File: src/rtl/evt_irq_pkg.sv
package evt_irq_pkg;
  localparam int unsigned DATA_W         = 32;
  localparam int unsigned EN_WORD        = 0;
  localparam int unsigned PEND_WORD      = 1;
  localparam int unsigned CLR_WORD       = 2;
  localparam int unsigned PRIO_WORD0     = 4;
  localparam int unsigned SLOT_W         = 4;
  localparam int unsigned LINES_PER_WORD = DATA_W / SLOT_W;
endpackage

File: src/rtl/evt_irq_pend.sv
module evt_irq_pend #(
  parameter int unsigned NUM_LINES = 32
) (
  input  logic                 clk_i,
  input  logic                 rst_ni,
  input  logic [NUM_LINES-1:0] src_i,
  input  logic [NUM_LINES-1:0] clr_i,
  output logic [NUM_LINES-1:0] pend_o
);
  for (genvar j = 0; j < NUM_LINES; j++) begin : g_bit
    logic hold_q;
    // set has precedence over a clear in the same cycle
    always_ff @(posedge clk_i or negedge rst_ni) begin
      if (!rst_ni) hold_q <= 1'b0;
      else         hold_q <= (hold_q & ~clr_i[j]) | src_i[j];
    end
    assign pend_o[j] = hold_q;
  end
endmodule

File: src/rtl/evt_irq_regs.sv
module evt_irq_regs
  import evt_irq_pkg::*;
#(
  parameter int unsigned NUM_LINES = 32,
  parameter int unsigned PRIO_W    = 3,
  parameter int unsigned ADDR_W    = 8
) (
  input  logic                              clk_i,
  input  logic                              rst_ni,
  input  logic                              we_i,
  input  logic [ADDR_W-1:0]                 addr_i,
  input  logic [DATA_W-1:0]                 wdata_i,
  input  logic [NUM_LINES-1:0]              pend_i,
  output logic [DATA_W-1:0]                 rdata_o,
  output logic [NUM_LINES-1:0]              en_o,
  output logic [NUM_LINES-1:0][PRIO_W-1:0]  prio_o,
  output logic [NUM_LINES-1:0]              clr_o
);
  localparam int unsigned WORD_W = ADDR_W - 2;

  logic              aligned;
  logic [WORD_W-1:0] word;
  logic              wr;

  assign aligned = (addr_i[1:0] == 2'b00);
  assign word    = addr_i[ADDR_W-1:2];
  assign wr      = we_i && aligned;

  logic [NUM_LINES-1:0] en_q;
  always_ff @(posedge clk_i or negedge rst_ni) begin
    if (!rst_ni)                                  en_q <= '0;
    else if (wr && word == WORD_W'(EN_WORD))      en_q <= wdata_i[NUM_LINES-1:0];
  end
  assign en_o = en_q;

  assign clr_o = (wr && word == WORD_W'(CLR_WORD)) ? wdata_i[NUM_LINES-1:0] : '0;

  logic [NUM_LINES-1:0][PRIO_W-1:0] prio_q;
  for (genvar j = 0; j < NUM_LINES; j++) begin : g_prio
    localparam int unsigned WSEL = PRIO_WORD0 + j / LINES_PER_WORD;
    localparam int unsigned LSB  = (j % LINES_PER_WORD) * SLOT_W;
    always_ff @(posedge clk_i or negedge rst_ni) begin
      if (!rst_ni)                          prio_q[j] <= '0;
      else if (wr && word == WORD_W'(WSEL)) prio_q[j] <= wdata_i[LSB +: PRIO_W];
    end
  end
  assign prio_o = prio_q;

  always_comb begin
    rdata_o = '0;
    if (aligned) begin
      if (word == WORD_W'(EN_WORD)) begin
        rdata_o[NUM_LINES-1:0] = en_q;
      end else if (word == WORD_W'(PEND_WORD)) begin
        rdata_o[NUM_LINES-1:0] = pend_i;
      end else begin
        for (int j = 0; j < NUM_LINES; j++) begin
          if (word == WORD_W'(PRIO_WORD0 + j / LINES_PER_WORD))
            rdata_o[(j % LINES_PER_WORD) * SLOT_W +: PRIO_W] = prio_q[j];
        end
      end
    end
  end
endmodule

File: src/rtl/evt_irq_arb.sv
module evt_irq_arb #(
  parameter int unsigned NUM_LINES = 32,
  parameter int unsigned PRIO_W    = 3,
  localparam int unsigned ID_W     = $clog2(NUM_LINES)
) (
  input  logic [NUM_LINES-1:0]             act_i,
  input  logic [NUM_LINES-1:0][PRIO_W-1:0] prio_i,
  output logic                             found_o,
  output logic [ID_W-1:0]                  id_o
);
  logic [PRIO_W-1:0] best_p;
  always_comb begin
    found_o = 1'b0;
    best_p  = '0;
    id_o    = '0;
    // ascending scan with strict compare keeps the lower index on ties
    for (int j = 0; j < NUM_LINES; j++) begin
      if (act_i[j] && (!found_o || prio_i[j] > best_p)) begin
        found_o = 1'b1;
        best_p  = prio_i[j];
        id_o    = ID_W'(j);
      end
    end
  end
endmodule

File: src/rtl/evt_irq_ctrl.sv
module evt_irq_ctrl
  import evt_irq_pkg::*;
#(
  parameter int unsigned NUM_LINES = 32,
  parameter int unsigned PRIO_W    = 3,
  parameter int unsigned ADDR_W    = 8,
  localparam int unsigned ID_W     = $clog2(NUM_LINES)
) (
  input  logic                 clk_i,
  input  logic                 rst_ni,
  input  logic [NUM_LINES-1:0] src_i,
  input  logic                 reg_we_i,
  input  logic [ADDR_W-1:0]    reg_addr_i,
  input  logic [DATA_W-1:0]    reg_wdata_i,
  output logic [DATA_W-1:0]    reg_rdata_o,
  output logic                 irq_req_o,
  output logic [ID_W-1:0]      irq_id_o
);
  logic [NUM_LINES-1:0]             pend_q;
  logic [NUM_LINES-1:0]             en_q;
  logic [NUM_LINES-1:0]             clr_mask;
  logic [NUM_LINES-1:0][PRIO_W-1:0] prio_q;
  logic                             win_found;
  logic [ID_W-1:0]                  win_id;

  evt_irq_pend #(.NUM_LINES(NUM_LINES)) pend_i (
    .clk_i(clk_i), .rst_ni(rst_ni), .src_i(src_i), .clr_i(clr_mask), .pend_o(pend_q)
  );

  evt_irq_regs #(.NUM_LINES(NUM_LINES), .PRIO_W(PRIO_W), .ADDR_W(ADDR_W)) regs_i (
    .clk_i(clk_i), .rst_ni(rst_ni), .we_i(reg_we_i), .addr_i(reg_addr_i),
    .wdata_i(reg_wdata_i), .pend_i(pend_q), .rdata_o(reg_rdata_o),
    .en_o(en_q), .prio_o(prio_q), .clr_o(clr_mask)
  );

  evt_irq_arb #(.NUM_LINES(NUM_LINES), .PRIO_W(PRIO_W)) arb_i (
    .act_i(pend_q & en_q), .prio_i(prio_q), .found_o(win_found), .id_o(win_id)
  );

  always_ff @(posedge clk_i or negedge rst_ni) begin
    if (!rst_ni) begin
      irq_req_o <= 1'b0;
      irq_id_o  <= '0;
    end else begin
      irq_req_o <= win_found;
      irq_id_o  <= win_found ? win_id : '0;
    end
  end
endmodule

File: config.mk
export PLATFORM = sky130hd
export DESIGN_NAME = evt_irq_ctrl
export DESIGN_NICKNAME = d
export VERILOG_FILES = /design/src/rtl/evt_irq_pkg.sv /design/src/rtl/evt_irq_pend.sv /design/src/rtl/evt_irq_regs.sv /design/src/rtl/evt_irq_arb.sv /design/src/rtl/evt_irq_ctrl.sv
export SDC_FILE = /design/constraint.sdc
export NUM_CORES = 1
export LEC_CHECK = 0
export BUFFER_PORTS_ARGS = -buffer_cell sky130_fd_sc_hd__buf_2
export CORE_MARGIN = 2
export CORE_UTILIZATION = 61
export DETAILED_ROUTE_END_ITERATION = 12
export PLACE_DENSITY = 0.86
export SLEW_MARGIN = 5
export SYNTH_ARGS = -nofsm -noshare
export SYNTH_HDL_FRONTEND = slang
export SYNTH_SLANG_ARGS = --single-unit
export TNS_END_PERCENT = 10
File: constraint.sdc
create_clock -name clk_i -period 48.7 [get_ports clk_i]
set_clock_uncertainty 0.1 [all_clocks]
set_input_delay 12.175 -clock clk_i [delete_from_list [all_inputs] [get_ports clk_i]]
set_output_delay 12.175 -clock clk_i [all_outputs]
set_load 0.02 [all_outputs]
After elaboration in Yosys (flattened, before gate mapping)
Cells that the tools add are included.

Flip-flop bits (word level): 166. Logic and storage cells: 449. Memory bits (writable): 0. Memories: 0. Output and inout bits: 38. ROM bits: 0. Bits in latches: 0. Input bits: 75.

Divide/modulo/power cells: 0. Multiplexer cells: 146. Bitwise logic cells: 97. Shift-type cells: 0. Equal/unequal tests: 6. Order comparisons: 31. Reduce and logical (&&, ||, !) cells: 102. Add/sub/neg operators: 0. $mul: 0.

Operators with widths (number): $mux W3 (75); $mux W32 (3); $gt A3 B3 Y1 (31); $mux W5 (17); $mux W1 (41); $logic_and A1 B1 Y1 (38); $and A1 B1 Y1 (32); $and A32 B32 Y32 (1); $mux W4 (8); $not A1 Y1 (32); $or A1 B1 Y1 (32); $logic_not A1 Y1 (31); $logic_or A1 B1 Y1 (31); $eq A6 B3 Y1 const B (4); $eq A6 B1 Y1 const B (1); $eq A6 B2 Y1 const B (1); $logic_not A6 Y1 (1); $mux W2 (2); $logic_not A2 Y1 (1).

Logic depth before layout (Yosys ltp)
Gate-level depths: netlist of the first run.

Depth in word-level cells: 127. Mapped depth: 259. Gate-level depth less buffers: 255.

Hierarchy
From an unflattened synthesis of the first run, not the netlist that was laid out.

Cells, all modules: 1390. Area total of the unflattened synthesis: 12902.4 um^2.

By module, submodules not included: evt_irq_regs (area an instance 6528.8 um^2, cells each 548, seq. area each 3203.1 um^2, instances 1); evt_irq_arb (area an instance 4590.7 um^2, cells each 671, seq. area each 0.0 um^2, instances 1); evt_irq_pend (area an instance 1401.3 um^2, cells each 128, seq. area each 800.8 um^2, instances 1); evt_irq_ctrl (area an instance 381.6 um^2, cells each 43, seq. area each 150.1 um^2, instances 1).

Least setup slack after synthesis of the first run
Ideal clock, no wire load.

Path type: reg-to-reg. Start: register pend_i.g_bit[0].hold_q. End: register irq_id_o[4]. Path slack: 6.346 ns. Clock period less this slack: 42.354 ns. Setup time: 0.138 ns. Arrival time: 42.117 ns. Required time: 48.462 ns. Path buffers: 5. Stages on the path, launching flop included: 235. Cell sequence: dfrtp_1 -> nand3_1 -> ha_1 -> and3_1 -> a21oi_1 -> a21oi_1 -> a22oi_1 -> inv_1 -> ha_1 -> and3_1 -> a211oi_1 -> or2_2 -> o31ai_1 -> ha_1 -> a21oi_1 -> o21ai_0 -> a32oi_1 -> o311ai_0 -> [... 199 more ...] -> ha_1 -> a21o_1 -> a21oi_1 -> a31oi_1 -> o211a_1 -> clkbuf_1 -> or3_1 -> o21bai_1 -> ha_1 -> inv_1 -> a21o_1 -> a21oi_1 -> a31oi_1 -> nor2_1 -> nor2_1 -> or2_2 -> nor3_1 -> nand4_1.

Cells in the longest elaborated chain, start to end: 127. Elaborated cells on any way between the ends: 205. Those cells by class: 31 x order compare; 80 x mux; 1 x bitwise; 93 x reduce/logical.

Ends and longest elaborated chain: from (decl) (line evt_irq_pend.sv:11) `logic hold_q;`; from (signal assigned) (line evt_irq_pend.sv:15) `else hold_q <= (hold_q & ~clr_i[j]) | src_i[j];`; $and A32 B32 Y32 * (line evt_irq_ctrl.sv:37) `.act_i(pend_q & en_q), .prio_i(prio_q), .found_o(win_found), .id_o(win_id)`; $mux W3 / $mux W1 (equally long branches) (line evt_irq_arb.sv:18) `if (act_i[j] && (!found_o || prio_i[j] > best_p)) begin`; $gt A3 B3 Y1 / $logic_not A1 Y1 (equally long branches) (line evt_irq_arb.sv:18); $logic_or A1 B1 Y1 (line evt_irq_arb.sv:18); $logic_and A1 B1 Y1 (line evt_irq_arb.sv:18); $mux W3 / $mux W1 (equally long branches) (line evt_irq_arb.sv:18); $gt A3 B3 Y1 / $logic_not A1 Y1 (equally long branches) (line evt_irq_arb.sv:18); $logic_or A1 B1 Y1 (line evt_irq_arb.sv:18); [... 111 more ...]; $logic_or A1 B1 Y1 (line evt_irq_arb.sv:18); $logic_and A1 B1 Y1 (line evt_irq_arb.sv:18); $mux W3 / $mux W1 (equally long branches) (line evt_irq_arb.sv:18); $gt A3 B3 Y1 / $logic_not A1 Y1 (equally long branches) (line evt_irq_arb.sv:18); $logic_or A1 B1 Y1 (line evt_irq_arb.sv:18); $logic_and A1 B1 Y1 (line evt_irq_arb.sv:18); $mux W5 / $mux W1 (equally long branches) (line evt_irq_arb.sv:18); $mux W5 * (line evt_irq_ctrl.sv:46) `irq_id_o <= win_found ? win_id : '0;`; to (signal assigned) (line evt_irq_ctrl.sv:46); to (decl) (line evt_irq_ctrl.sv:17) `output logic [ID_W-1:0] irq_id_o`.

Every way passes the cells marked *; elsewhere a longest branch is shown, timed or not. A chain may end at the register's enable or synchronous reset.

Final worst setup path of the first run
Ends and elaborated chain as after synthesis.

==> results of run 1 <==
==> metrics by stage <==
step                area [um^2]  instances  worst slack [ns]  utilization  hold slack (ns)
finish                    13700       1722              2.55        0.727            0.412
global route              13700       1721            -0.391        0.727            0.425
CTS                       13200       1705            0.0593        0.704            0.412
detailed placement        12600       1673            -0.626        0.670            0.390
global placement          12600       1673            -0.416        0.670            0.386
floorplan                 11800       1343              6.35            -            0.372
==> flip-flops by register name, summed over array words and instances, names as in the netlist <==
signal and cells:
irq_id_o 5, pend_i.g_bit.hold_q 32, irq_req_o 1, regs_i.en_o 32
regs_i.prio_o 96
==> worst reg2reg max path, delay by kind of cell, from the launching register on <==
kind	cells	cell delay (ns)
compound gates	114	20.89
fa+ha+maj	36	10.92
simple gates	64	9.50
mux	11	3.52
buf+inv	7	0.66
flops	1	0.44
==> final cells by class <==
class / instances / area [um^2]
Antenna cell: 1 / 2.50
Fill cell: 1443 / 5150
Tap cell: 260 / 325
Timing Repair Buffer: 143 / 800
Sequential cell: 166 / 4160
Clock buffer: 17 / 425
Multi-Input combinational cell: 1044 / 7510
Clock inverter: 15 / 183
Inverter: 76 / 285
==> layer usage <==
metal  vias up  track usage  part of all wire
met1      5749        0.559              0.40
li1       5181            -                 -
met5         -            0                 0
met3       174       0.0902              0.11
met4         0        0.180             0.049
met2       831        0.646              0.44
==> logic make-up after synthesis <==
logic type / count (synthesis) / share of synthesized area
DFF: 166 / 0.352
buffers and inverters: 133 / 0.0442
muxes: 110 / 0.105
adders and majority gates: 74 / 0.0774
AOI/OAI and AO/OA: 442 / 0.251
and+or+nand+nor: 418 / 0.170
==> power by group through the flow <==
stage	sequential, mW	combinational (mW)	clock [mW]
floorplan	0.157	0.148	0
global placement	0.158	0.197	0
detailed placement	0.158	0.202	0
CTS	0.156	0.206	0.140
global route	0.157	0.252	0.146
finish	0.156	0.230	0.141
==> cells in the mapped netlist (6+ instances only) <==
cell / number
a211o_1: 7
a211oi_1: 10
a21o_1: 40
a21oi_1: 105
a222oi_1: 26
a22oi_1: 12
a31oi_1: 44
and2_1: 14
and3_1: 13
and4_1: 7
clkbuf_1: 48
dfrtp_1: 166
ha_1: 69
inv_1: 76
mux2_2: 94
mux2i_1: 11
nand2_1: 173
nand2b_1: 8
nand3_1: 36
nand4_1: 8
nor2_1: 88
nor2b_1: 17
nor3_1: 16
o211ai_1: 6
o21a_1: 6
o21ai_0: 104
o21bai_1: 9
==> final timing paths <==
path	slack, ns	from	end	depth (start not counted)
worst max-delay path	2.55	pend_i.g_bit[0].hold_q	irq_id_o[4]	232
worst min-delay path	0.41	pend_i.g_bit[17].hold_q	pend_i.g_bit[17].hold_q	1
worst max register to register	2.55	pend_i.g_bit[0].hold_q	irq_id_o[4]	232
worst min register to register	0.41	pend_i.g_bit[17].hold_q	pend_i.g_bit[17].hold_q	1
max in group asynchronous	35.30	rst_ni	regs_i.prio_o[69]	2
min in group asynchronous	11.69	rst_ni	pend_i.g_bit[11].hold_q	1
==> repair_timing <==
item                                    in CTS  in global routing
endpoints found under the setup margin       5                  5
buffers inserted                             0                 16
pin swaps                                    1                 14
hold buffers                                 0                  0
gates resized for setup                      8                 71
gates cloned                                 0                  0
==> impl_metrics.csv, run 1 <==
group,metric,value,unit
logic_synthesis,synth_top_area_share,0.352,
clock_tree,cts_tree,"yes",
pwr,leakage,6.19,nW
clock_tree,cts_buffers,17,
logic_synthesis,synth-edff-count,0,
pwr,power_switching,217,uW
logic_synthesis,seq_area_frac_synth,0.352,
timing,finalHoldViolCount,0,
critical_path,cp_slowest_cell,"maj3_1",
route,antenna_left,0,
logic_synthesis,synth_ff_type,"dfrtp_1",
timing,worst_pin_slew,1.24,ns
critical_path,crit_path_end_kind,"flop",
route,vias,11900,
cells_and_area,layout-drive-gt1-share,0.251,
pwr,peakVddDrop,26.0,uV
cells_and_area,final_cell_mix,"nand2_1 (171), dfrtp_1 (164), buf_2 (111)",
grt,grt_max_degree,91,
cells_and_area,final_common_cell,"nand2_1",
pwr,power_density,38.5,mW/mm^2
outcome,status,"finished, final reports clean",
clock_tree,htreeDepth,4,
route,drtIter0Drc,1560,
pwr,power_frac_seq,0.297,
timing,setup_tns,0,ns
timing,maxSlewHeadroom,0.169,
pwr,netSwitchingFraction,0.412,
timing,setup_viol_count_final,0,
die,core_area,0.0188,mm^2
pwr,p_comb_frac,0.436,
die,rows,50,
cells_and_area,area_delta_synth_final,16.0,%
route,dr.pass1.iters,10,
critical_path,criticalPathCategory,"flop to flop",
critical_path,required,48.89,ns
timing,period_share,0.948,
die,die_area,0.0205,mm^2
critical_path,crit_family,"compound AO/OA/AOI/OAI gates",
timing,period_needed,46.15,ns
critical_path,slowest_delay,0.45,ns
critical_path,worstPathMaxFanout,10,
critical_path,crit_arrival,46.33,ns
job,maxCapViolations,0,
grt,grt_overflow,0,
pwr,p_clk_frac,0.267,
route,viasPerCell,6.93,
clock_tree,cts_sinks,166,
clock_tree,clk_path_buf_depth,2,
logic_synthesis,syn_avg_cell_area,8.79,um^2
grt,antenna_found_initial,0,
route,routedWlPerCell,24.7,um
grt,grt_usage,0.415,
critical_path,start_kind,"flop",
logic_synthesis,yosys_register_bits,166,
logic_synthesis,synthTopCellsByArea,"dfrtp_1 (35%), mux2_2 (9.0%), ha_1 (7.3%)",
logic_synthesis,synth_cells,1343,
timing,fmax,21.7,MHz
grt,grt_pass1_vias,11200,
logic_synthesis,netlist_area,0.0118,mm^2
logic_synthesis,syn-num-nets,1487,
placed_design,io_buffers,112,
die,initial_core_util,0.627,
min_path,holdCritPathClass,"flop to flop",
clock_tree,worstSkewPairLatency,0.45,ns
critical_path,path_buf_inv,7,
clock_tree,root_buffer,"clkbuf_16",
clock_tree,path_clk_slew,0.08,ns
placed_design,hpwl,30.1,mm
cells_and_area,nets,1592,
logic_synthesis,synth-async-reset-ratio,1.00,
route,drcViolationCount,0,
logic_synthesis,synth_largest_area_cell,"dfrtp_1",
placed_design,gp_congestion,1.04,
pwr,p_total,527,uW
die,die_y,143,um
grt,grt_pass1_wl,63.9,mm
critical_path,cpMostUsedCell,"ha_1",
pwr,intPower,310,uW
timing,drv_slew,0,
logic_synthesis,yosys_warnings,0,
die,ios,113,
route,wirelength,42.6,mm
logic_synthesis,ys_types,87,
die,fp.dieW,143,um
Power figures use the tool's default switching activity.
==> inputs of run 2 (changes only) <==
--- a/config.mk
+++ b/config.mk
@@ -5,6 +5,7 @@
 export SDC_FILE = /design/constraint.sdc
 export NUM_CORES = 1
 export LEC_CHECK = 0
+export ABC_AREA = 1
 export BUFFER_PORTS_ARGS = -buffer_cell sky130_fd_sc_hd__buf_2
 export CORE_MARGIN = 2
 export CORE_UTILIZATION = 61
==> impl_metrics.csv, run 2 <==
group,metric,value,unit
grt,grt_usage,0.368,
critical_path,cp_slowest_cell,"o21ai_0",
min_path,holdCritPathClass,"flop to flop",
logic_synthesis,yosysMostFrequentCell,"nand2_1",
pwr,p_clk_frac,0.292,
critical_path,crit_cells,274,
timing,worst_pin_slew,1.12,ns
grt,antenna_found_initial,0,
pwr,intPower,277,uW
critical_path,slowest_delay,0.39,ns
cells_and_area,final_common_cell,"nand2_1",
clock_tree,path_clk_slew,0.08,ns
critical_path,crit_family,"compound AO/OA/AOI/OAI gates",
route,vias,11500,
critical_path,crit_arrival,38.19,ns
critical_path,ff2ff_path_depth,274,
clock_tree,postCtsSetupRepairBufs,0,
logic_synthesis,yosys_register_bits,166,
grt,grt_pass1_wl,56.4,mm
placed_design,hpwl,26.0,mm
clock_tree,cts_sinks,166,
route,wirelength,35.8,mm
critical_path,worstPathMaxFanout,8,
cells_and_area,final_util,0.702,
logic_synthesis,seq_area_frac_synth,0.365,
route,dr.pass1.iters,6,
grt,grt_max_degree,97,
cells_and_area,stdcell_count,1942,
min_path,min_from,"regs_i.prio_o[12]",
timing,setup_viol_count_final,0,
grt,grt_pass1_vias,10700,
logic_synthesis,synth_largest_area_cell,"dfrtp_1",
logic_synthesis,ys_types,31,
timing,rsz0062_at_grt,"no",
timing,maxSlewHeadroom,0.255,
placed_design,dp.cells,1910,
clock_tree,ctsResizeCount,0,
cells_and_area,multiInputGateArea,0.00622,mm^2
die,die_y,141,um
critical_path,r2r_end,"irq_id_o[2]",
route,antenna_left,0,
timing,period_share,0.780,
cells_and_area,fillers,1441,
logic_synthesis,ys_top_cells_by_count,"nand2_1 (442), o21ai_0 (258), inv_1 (223)",
cells_and_area,largest_reg_flops,96,
pwr,power_density,36.2,mW/mm^2
logic_synthesis,synthTopCellsByArea,"dfrtp_1 (37%), nand2_1 (15%), o21ai_0 (11%)",
clock_tree,cts_hold_buf,0,
logic_synthesis,syn-num-nets,1749,
critical_path,criticalPathCategory,"flop to flop",
cells_and_area,nets,1844,
pwr,p_comb_frac,0.380,
logic_synthesis,synth-async-reset-ratio,1.00,
logic_synthesis,synth_cells,1605,
die,die_area,0.0198,mm^2
placed_design,io_buffers,112,
cells_and_area,seq_area,0.00415,mm^2
critical_path,start_kind,"flop",
critical_path,r2r_slack,10.73,ns
clock_tree,root_buffer,"clkbuf_16",
route,viasPerCell,5.94,
logic_synthesis,netlist_area,0.0114,mm^2
pwr,power_frac_seq,0.328,
outcome,status,"finished, final reports clean",
critical_path,crit_path_end_kind,"flop",
cells_and_area,diodes,0,
critical_path,reg2reg_from,"pend_i.g_bit[0].hold_q",
logic_synthesis,synth-edff-count,0,
logic_synthesis,yosys_warnings,0,
grt,grt_overflow,0,
timing,setup_tns,0,ns
route,routedWlPerCell,18.4,um
cells_and_area,area_delta_synth_final,12.0,%
min_path,hold_path_depth,2,
job,maxCapViolations,0,
die,initial_core_util,0.627,
timing,period_needed,37.97,ns
pwr,power_switching,184,uW
die,fp.dieW,141,um
cells_and_area,layout-drive-gt1-share,0.159,
timing,fmax,26.3,MHz
clock_tree,worstSkewPairLatency,0.45,ns
placed_design,gp_congestion,0.998,
clock_tree,clk_path_buf_depth,2,
die,rows,49,
die,ios,113,
cells_and_area,final_cell_mix,"nand2_1 (441), o21ai_0 (258), inv_1 (223)",
die,core_area,0.0181,mm^2
clock_tree,cts_buffers,17,
clock_tree,htreeDepth,4,
logic_synthesis,synth_top_area_share,0.365,
logic_synthesis,syn_avg_cell_area,7.09,um^2
critical_path,cpMostUsedCell,"o21ai_0",
timing,drv_slew,0,
critical_path,required,48.91,ns
pwr,leakage,6.75,nW
timing,finalHoldViolCount,0,
route,drtIter0Drc,1250,
pwr,netSwitchingFraction,0.398,
logic_synthesis,synth_ff_type,"dfrtp_1",
min_path,hold_end,"regs_i.prio_o[12]",
route,drcViolationCount,0,
clock_tree,cts_tree,"yes",
pwr,peakVddDrop,28.7,uV
critical_path,path_buf_inv,35,
-- run 2: cell types whose count changed after synthesis, sizes merged, moves of 13 or more --
cell / delta
nand3: +51
inv: +148
a21o: -36
a311oi: +13
nor2b: -17
a21oi: -59
mux2: -99
a222oi: -26
nand2: +349
a31oi: -42
and3: -13
o21ai: +157
-- run 2: area by class of cell --
cell class | instances | area share
repair buffers | 124 | 0.0515
clock inverters | 14 | 0.0119
flip-flops and latches | 166 | 0.326
inverters | 224 | 0.0660
multi-input cells | 1167 | 0.488
well taps | 229 | 0.0225
clock buffers | 18 | 0.0337
-- run 2: per-layer routing --
layer	GRT usage	routed length, um
met1	0.511	14700
met2	0.573	15700
met3	0.0598	3710
met4	0.166	1690
met5	0	0
-- run 2: cells by family after synthesis --
| logic type | count (synthesis) | synth area share |
|---|---|---|
| and+or+nand+nor | 723 | 0.289 |
| AOI/OAI and AO/OA | 375 | 0.180 |
| buffers and inverters | 272 | 0.0897 |
| DFF | 166 | 0.365 |
| adders and majority gates | 69 | 0.0759 |
-- run 2: worst max path at each step --
stage	start	end	slack, ns
finish	pend_i.g_bit[0].hold_q	irq_id_o[2]	10.73
detailed placement	pend_i.g_bit[0].hold_q	irq_id_o[2]	11.76
floorplan	regs_i.en_o[0]	irq_id_o[2]	17.06
global placement	pend_i.g_bit[0].hold_q	irq_id_o[3]	13.45
CTS	pend_i.g_bit[0].hold_q	irq_id_o[2]	11.47
global route	regs_i.en_o[0]	irq_id_o[3]	6.90
-- run 2: power by group through the flow --
| stage | Combinational [mW] | Clock, mW | Sequential [mW] |
|---|---|---|---|
| floorplan | 0.129 | 0 | 0.154 |
| detailed placement | 0.170 | 0 | 0.153 |
| CTS | 0.172 | 0.135 | 0.151 |
| global route | 0.197 | 0.140 | 0.152 |
| finish | 0.175 | 0.135 | 0.151 |
| global placement | 0.162 | 0 | 0.153 |
-- run 2: metrics by stage --
| step | area, um^2 | power (mW) | hold WS [ns] | setup slack (ns) |
|---|---|---|---|---|
| 2_1_floorplan | 11400 | 0.284 | 0.353 | 17.06 |
| 3_3_place_gp | 12200 | 0.316 | 0.367 | 13.45 |
| 3_5_place_dp | 12200 | 0.324 | 0.374 | 11.76 |
| 4_1_cts | 12700 | 0.458 | 0.391 | 11.47 |
| 5_1_grt | 12700 | 0.489 | 0.420 | 6.90 |
| 6_report | 12700 | 0.461 | 0.388 | 10.73 |
-- run 2: tightest hold or removal path: cells and delay by family, from the launching register on --
kind            cells  cell delay [ns]
compound gates      1             0.05
flops               1             0.35
simple gates        1             0.05
